<file path="config.mk">
export PLATFORM = sky130hd
export DESIGN_NAME = dma_regfile
export DESIGN_NICKNAME = d
export VERILOG_FILES = /design/src/rtl/dma_regfile.sv
export SDC_FILE = /design/constraint.sdc
export NUM_CORES = 2
export LEC_CHECK = 0
export BUFFER_PORTS_ARGS = -buffer_cell sky130_fd_sc_hd__buf_2
export CORE_ASPECT_RATIO = 0.6
export CORE_MARGIN = 2
export CORE_UTILIZATION = 40
export DETAILED_ROUTE_END_ITERATION = 8
export PLACE_DENSITY_LB_ADDON = 0.2
export SYNTH_ARGS = -nofsm -noshare
export SYNTH_HDL_FRONTEND = slang
export SYNTH_SLANG_ARGS = --single-unit
</file>
<file path="constraint.sdc">
create_clock -name clk -period 2 [get_ports clk]
set_input_delay 0.1 -clock clk [delete_from_list [all_inputs] [get_ports clk]]
set_output_delay 0.1 -clock clk [all_outputs]
set_load 0.01 [all_outputs]
</file>
<file path="src/rtl/dma_regfile.sv">
module dma_regfile #(
  parameter int NCH = 8
) (
  input  logic           clk,
  input  logic           rst_n,
  input  logic [9:0]     addr,
  input  logic           wr_en,
  input  logic [31:0]    wdata,
  input  logic           rd_en,
  output logic [31:0]    rdata,
  input  logic [NCH-1:0] tc_set,
  input  logic [NCH-1:0] err_set,
  output logic           irq
);
  localparam int IW = (NCH > 1) ? $clog2(NCH) : 1;
  localparam logic [7:0] ID_FIRST = (NCH == 8) ? 8'h80 : 8'h81;

  logic [NCH-1:0][31:0] src_q, dst_q, lli_q, ctl_q, cfg_q;
  logic [NCH-1:0] tc_q, err_q, tc_msk, err_msk, chan_on;
  logic [2:0] gcfg_q;
  logic [31:0] rd_mux;

  wire       chan_sel = addr[9:6] == 4'h1;
  wire [2:0] cidx     = addr[5:3];
  wire [2:0] cword    = addr[2:0];
  wire       chan_ok  = chan_sel && (32'(cidx) < NCH) && (cword <= 3'd4);
  wire [IW-1:0] ci    = cidx[IW-1:0];
  wire       glob_sel = addr[9:6] == 4'h0;
  wire [5:0] gword    = addr[5:0];
  wire       id_sel   = addr[9:3] == 7'h7F;

  wire clr_tc  = wr_en && glob_sel && gword == 6'd2;
  wire clr_err = wr_en && glob_sel && gword == 6'd4;

  for (genvar c = 0; c < NCH; c++) begin : g_chan
    assign tc_msk[c]  = cfg_q[c][15];
    assign err_msk[c] = cfg_q[c][14];
    assign chan_on[c] = cfg_q[c][0];
  end

  wire [NCH-1:0] tc_vis  = tc_q & tc_msk;
  wire [NCH-1:0] err_vis = err_q & err_msk;
  assign irq = |{tc_vis, err_vis};

  always_ff @(posedge clk) begin
    if (!rst_n) begin
      src_q  <= '0;
      dst_q  <= '0;
      lli_q  <= '0;
      ctl_q  <= '0;
      cfg_q  <= '0;
      tc_q   <= '0;
      err_q  <= '0;
      gcfg_q <= '0;
    end else begin
      if (wr_en && chan_ok) begin
        case (cword)
          3'd0: src_q[ci] <= wdata;
          3'd1: dst_q[ci] <= wdata;
          3'd2: lli_q[ci] <= wdata;
          3'd3: ctl_q[ci] <= wdata;
          default: cfg_q[ci] <= wdata;
        endcase
      end
      if (wr_en && glob_sel && gword == 6'd12) gcfg_q <= wdata[2:0];
      tc_q  <= (tc_q  & ~(clr_tc  ? wdata[NCH-1:0] : '0)) | tc_set;
      err_q <= (err_q & ~(clr_err ? wdata[NCH-1:0] : '0)) | err_set;
    end
  end

  always_comb begin
    rd_mux = '0;
    if (chan_ok) begin
      case (cword)
        3'd0: rd_mux = src_q[ci];
        3'd1: rd_mux = dst_q[ci];
        3'd2: rd_mux = lli_q[ci];
        3'd3: rd_mux = ctl_q[ci];
        default: rd_mux = cfg_q[ci];
      endcase
    end else if (glob_sel) begin
      case (gword)
        6'd0:  rd_mux = 32'(tc_vis | err_vis);
        6'd1:  rd_mux = 32'(tc_vis);
        6'd3:  rd_mux = 32'(err_vis);
        6'd5:  rd_mux = 32'(tc_q);
        6'd6:  rd_mux = 32'(err_q);
        6'd7:  rd_mux = 32'(chan_on);
        6'd12: rd_mux = 32'(gcfg_q);
        default: rd_mux = '0;
      endcase
    end else if (id_sel) begin
      case (addr[2:0])
        3'd0: rd_mux = 32'(ID_FIRST);
        3'd1: rd_mux = 32'h10;
        3'd2: rd_mux = 32'h04;
        3'd3: rd_mux = 32'h0A;
        3'd4: rd_mux = 32'h0D;
        3'd5: rd_mux = 32'hF0;
        3'd6: rd_mux = 32'h05;
        default: rd_mux = 32'hB1;
      endcase
    end
  end

  assign rdata = rd_en ? rd_mux : '0;

  assert_set_wins_R7: assert property (@(posedge clk) disable iff (!rst_n)
    (|tc_set) |=> ((tc_q & $past(tc_set)) == $past(tc_set)));

  assert_err_set_R4: assert property (@(posedge clk) disable iff (!rst_n)
    (|err_set) |=> ((err_q & $past(err_set)) == $past(err_set)));

  assert_tc_clear_R6: assert property (@(posedge clk) disable iff (!rst_n)
    (wr_en && glob_sel && gword == 6'd2 && tc_set == '0)
      |=> ((tc_q & $past(wdata[NCH-1:0])) == '0));

  assert_bad_chan_write_R3: assert property (@(posedge clk) disable iff (!rst_n)
    (wr_en && chan_sel && !chan_ok)
      |=> ($stable(src_q) && $stable(dst_q) && $stable(lli_q) && $stable(ctl_q) && $stable(cfg_q)));

  assert_unmapped_write_R12: assert property (@(posedge clk) disable iff (!rst_n)
    (wr_en && glob_sel && gword != 6'd2 && gword != 6'd4 && gword != 6'd12
      && tc_set == '0 && err_set == '0)
      |=> ($stable(tc_q) && $stable(err_q) && $stable(gcfg_q)));

  assert_read_idle_R12: assert property (@(posedge clk) disable iff (!rst_n)
    !rd_en |-> rdata == '0);
endmodule

</file>
# After elaboration in Yosys (flattened, before gate mapping)
# Cells that the tools add are included.
# op_classes
add_sub_neg	0
multipliers	0
div	0
order_cmp	3
eq_ne	16
shift	0
mux	26
bitwise_logic	10
n_reduce_logical	17
# ops
cell	n
256-bit bitwise mux	5
32-bit binary-select mux with 3-bit select	5
32-bit two-way mux	9
32-bit one-hot mux with 4 select lines	1
8-bit one-hot mux with 7 select lines	2
32-bit demux with 3-bit select	1
8-bit bitwise AND	4
6-bit by 3-bit == test with 1-bit output (second input constant)	4
8-bit two-way mux	3
8-bit OR	3
8-bit inverter	2
16-bit OR reduction	1
6-bit by 2-bit == test with 1-bit output (second input constant)	2
2-bit AND reduction	5
3-bit == test (second input constant)	3
7-bit == test (second input constant)	1
1-bit logical AND	7
3-bit by 2-bit == test with 1-bit output (second input constant)	2
6-bit by 1-bit == test with 1-bit output (second input constant)	1
6-bit by 4-bit == test with 1-bit output (second input constant)	1
6-bit logical NOT	1
4-bit by 1-bit == test with 1-bit output (second input constant)	1
4-bit logical NOT	1
3-bit by 4-bit < comparator with 1-bit output (second input constant)	1
6 further kinds	6
# word_totals
register_bits	1299
latch_bits	0
mem_bits_rw	0
rom_bits	0
out_inout_bits	33
n_memories	0

# Logic depth before layout (Yosys ltp)
# logic_depth
word_depth	7
mapped_depth	11

# Worst setup path after synthesis
# OpenSTA, ideal clock, no wires.
# synth_path
kind	input -> output
start	in addr[3]
end	out rdata[21]
arrival_time_ns	1.689
required_ns	1.900
setup_slack_ns	0.211
cell_stages	8
path_buffers	3
cell_sequence	buf_6 > nor2b_1 > buf_6 > nand2_1 > buf_4 > o22ai_1 > or4_1 > a221oi_1
# synth_between
elab_chain_cells	5
word_cells_on_any_way	13
# synth_rtl
item	line	rtl
start: declaration	6	input logic [9:0] addr,
32-bit binary-select mux with 3-bit select (on tied branches)	-	
32-bit two-way mux (on tied branches)	-	
32-bit one-hot mux with 4 select lines (*)	74	case (cword)
32-bit two-way mux (*)	73	if (chan_ok) begin
32-bit two-way mux (*)	106	assign rdata = rd_en ? rd_mux : '0;
end: declaration	10	output logic [31:0] rdata,
# Mark *: on every way between the ends. The rest lies on a longest branch, timed or not. The select of a mux whose other input is x is not followed.

# Final worst setup path
# layout_path
start	reg dst_q[50] in the netlist's numbering
end	out rdata[18]
# layout_between
elab_chain_cells	5
# layout_rtl
item	line	rtl
start: declaration	18	logic [NCH-1:0][31:0] src_q, dst_q, lli_q, ctl_q, cfg_q;
start signal: indexed assignment	59	3'd1: dst_q[ci] <= wdata;
32-bit binary-select mux with 3-bit select	76	3'd1: rd_mux = dst_q[ci];
32-bit two-way mux (not written as such)	76	
32-bit one-hot mux with 4 select lines	74	
32-bit two-way mux	73	
32-bit two-way mux	106	
# Every way passes these cells. The select of a mux whose other input is x is not followed.

==> impl_metrics.tcl <==
set metrics [dict create \
    status "complete, but fails checks" \
    violations "setup timing" \
    dieArea_sq_um 151000 \
    synth.top_cell.area_share_pct 44.0 \
    ant_nets 0 \
    reg2reg_slack_ps 600 \
    fin_hold_ws_ps 98.5 \
    num_vias 57600 \
    synth_edf_count 0 \
    grt_pass1_wl_mm 395 \
    clk_pin_slew_ps 70 \
    syn_inst 7227 \
    period_share_pct 154 \
    grt_usage_pct 35.7 \
    cts_tree "yes" \
    rsz0062_at_grt "true" \
    rr_startpoint "tc_q[4]" \
    die-height_um 302 \
    yosysUniqueCellTypes 82 \
    synth_seq_cells 1299 \
    reg2reg_depth 3 \
    cts_inserted_buffers 119 \
    fin_ws_ps -1080 \
    critPathKind "reg -> out" \
    final_max_slew_viol_count 0 \
    wire_per_inst_um 29.0 \
    max_freq_ghz 0.325 \
    async_reset_ff_share_pct 0 \
    post-route-util_pct 50.5 \
    grt.overflow.total 0 \
    drive_above_1_share_pct 20.4 \
    end_kind "output pin" \
    placementRows 109 \
    post-route-drc-count 0 \
    htree_levels 3 \
    fp.dieW_um 500 \
    dpl_worst_slack_ps -1260 \
    insertion_delay_ps 750 \
    finalSetupViolCount 34 \
    cts.path.max_buffers 3 \
    power_frac_clock_pct 45.1 \
    crit_chain "a22oi_2, nand4_1, a222oi_1, a21oi_1, buf_2" \
    cts-root-buf "clkbuf_16" \
    ys.flop_type "dfxtp_1" \
    syn_area_per_cell_sq_um 8.18 \
    p_leak_nw 24.9 \
    portBuffers 94 \
    final_cell_mix "nand2_1, dfxtp_1, a21boi_0" \
    cp_slowest_stage_delay_ps 1040 \
    p_comb_share_pct 9.1 \
    start_kind "register" \
    n_fill_cell 13600 \
    max_slew_margin_pct 23.3 \
    hp-start "tc_set[2]" \
    gp_congestion 0.973 \
    seq_area_frac_synth_pct 44.0 \
    p_per_area_nw_per_um2 763 \
    grt_max_degree 153 \
    finalHoldViolations 0 \
    p_switching_w 0.0145 \
    nNetsFinal 7592 \
    syn2layout_area_growth_pct 25.5 \
    start_util_pct 40.2 \
    wl_mm 278 \
    cts.sinks 1299 \
    first_pass_iters 8 \
    io_pins 95 \
    holdPathEnd "tc_q[2]" \
    arrival_ps 2980 \
    worstReg2RegEnd "tc_q[4]" \
    core-area_sq_um 147000 \
    pwr-share-seq_pct 45.8 \
    layout_commonest_cell "nand2_1" \
    hold_depth 3 \
    finalCriticalPeriod_ps 3080 \
    dp_hpwl_mm 186 \
    irDropWorstVdd_uv 713 \
    hold_class "in -> reg" \
    swShare_pct 25.6 \
    crit_slowest_cell "a222oi_1" \
    internal_power_w 0.0421 \
    required_ps 1900 \
    netlist_area_sq_um 59100 \
    tightestPinTransition_ps 1150 \
    drt-initial-drc-count 7796 \
    grt_antenna_before_repair 14 \
    critPathMaxFanout 2 \
    syn-num-nets 7289 \
    finClkSkew_ps 0 \
    synthTopCellsByArea "dfxtp_1, nand2_1, a21boi_0" \
    grt_pass1_vias 53300 \
    drv_cap 0 \
    viasPerCell 6.02 \
    ys_warn_count 0 \
    synth_top_cell_by_area "dfxtp_1" \
]
-- repair_timing --
action / CTS / global route
pin swaps: 119 / 98
resized for setup: 296 / 153
setup endpoints to repair: 33 / 39
cloned: 1 / 0
setup buffers: 9 / 4
hold endpoints to repair: 963 / 0
hold buffers: 61 / 0
-- worst max-delay path, delay by kind of cell, from the launching register on --
family                 cells  cell delay, ps
buffers and inverters      1             220
AND/OR/NAND/NOR            1             180
AO/OA/AOI/OAI              3            1450
flip-flops                 1             340
-- sequential cells by signal, indices dropped and copies added, names as in the netlist --
name / cells
ctl_q: 256
dst_q: 256
cfg_q: 256
lli_q: 256
err_q: 8
tc_q: 8
gcfg_q: 3
src_q: 256
-- cell type report --
cell class | count | area, sq um | share of cell area, %
Tap cell | 1942 | 2430 | 3.28
Sequential cell | 1299 | 26100 | 35.2
Multi-Input combinational cell | 5201 | 31700 | 42.8
Clock buffer | 171 | 3530 | 4.76
Antenna cell | 5 | 12.5 | 0.0169
Clock inverter | 46 | 739 | 0.997
Timing Repair Buffer | 900 | 9610 | 13.0
Inverter | 9 | 35.0 | 0.0472
-- synthesized netlist by cell type, types with 59 or more instances --
master       n
a21boi_0   772
a22oi_1    184
a21oi_1     64
nor2_1      97
o22ai_1    101
clkbuf_1   421
a221oi_1   125
nand2_1   2705
mux4_2      59
a21boi_1   519
dfxtp_1   1299
mux2_2      68
mux2i_1     71
buf_2      216
-- cells by family after synthesis --
logic type | after synthesis | synth area share, %
multiplexers | 201 | 4.80
AND/OR/NAND/NOR | 2993 | 20.0
flip-flops | 1299 | 44.0
AO/OA/AOI/OAI | 2007 | 25.4
buffers and inverters | 727 | 5.81
-- how the worst max path moves through the flow --
stage	end	cells past startpoint	startpoint	slack, ps
finish	rdata[18]	5	dst_q[50]	-1080
CTS	rdata[18]	5	dst_q[242]	-1020
global placement	rdata[27]	12	addr[5]	-1220
global route	rdata[18]	5	dst_q[50]	-1050
detailed placement	rdata[27]	12	addr[5]	-1260
floorplan	rdata[21]	8	addr[3]	210
-- layer usage --
metal  track usage [%]  wire (um)
met5             0.582        198
met4              10.7       9460
met3              11.6      39000
met2              49.2     109000
met1              52.4     120000
-- metrics by stage --
step | power (W) | instance area, sq um | std cells | TNS (ps)
CTS | 0.0564 | 73500 | 9569 | -23150
global route | 0.0578 | 74200 | 9568 | -23440
finish | 0.0566 | 74200 | 9573 | -22340
detailed placement | 0.0311 | 67200 | 9301 | -335410
global placement | 0.0311 | 67200 | 9301 | -315440
floorplan | 0.0285 | 59100 | 7227 | 0
-- power groups by stage --
stage | registers (W) | clock network, W | logic [W]
floorplan | 0.0265 | 0 | 0.00203
global placement | 0.0265 | 0 | 0.00457
detailed placement | 0.0265 | 0 | 0.00457
CTS | 0.0259 | 0.0257 | 0.00487
global route | 0.0259 | 0.0267 | 0.00519
finish | 0.0259 | 0.0256 | 0.00515
Power figures use the tool's default switching activity.
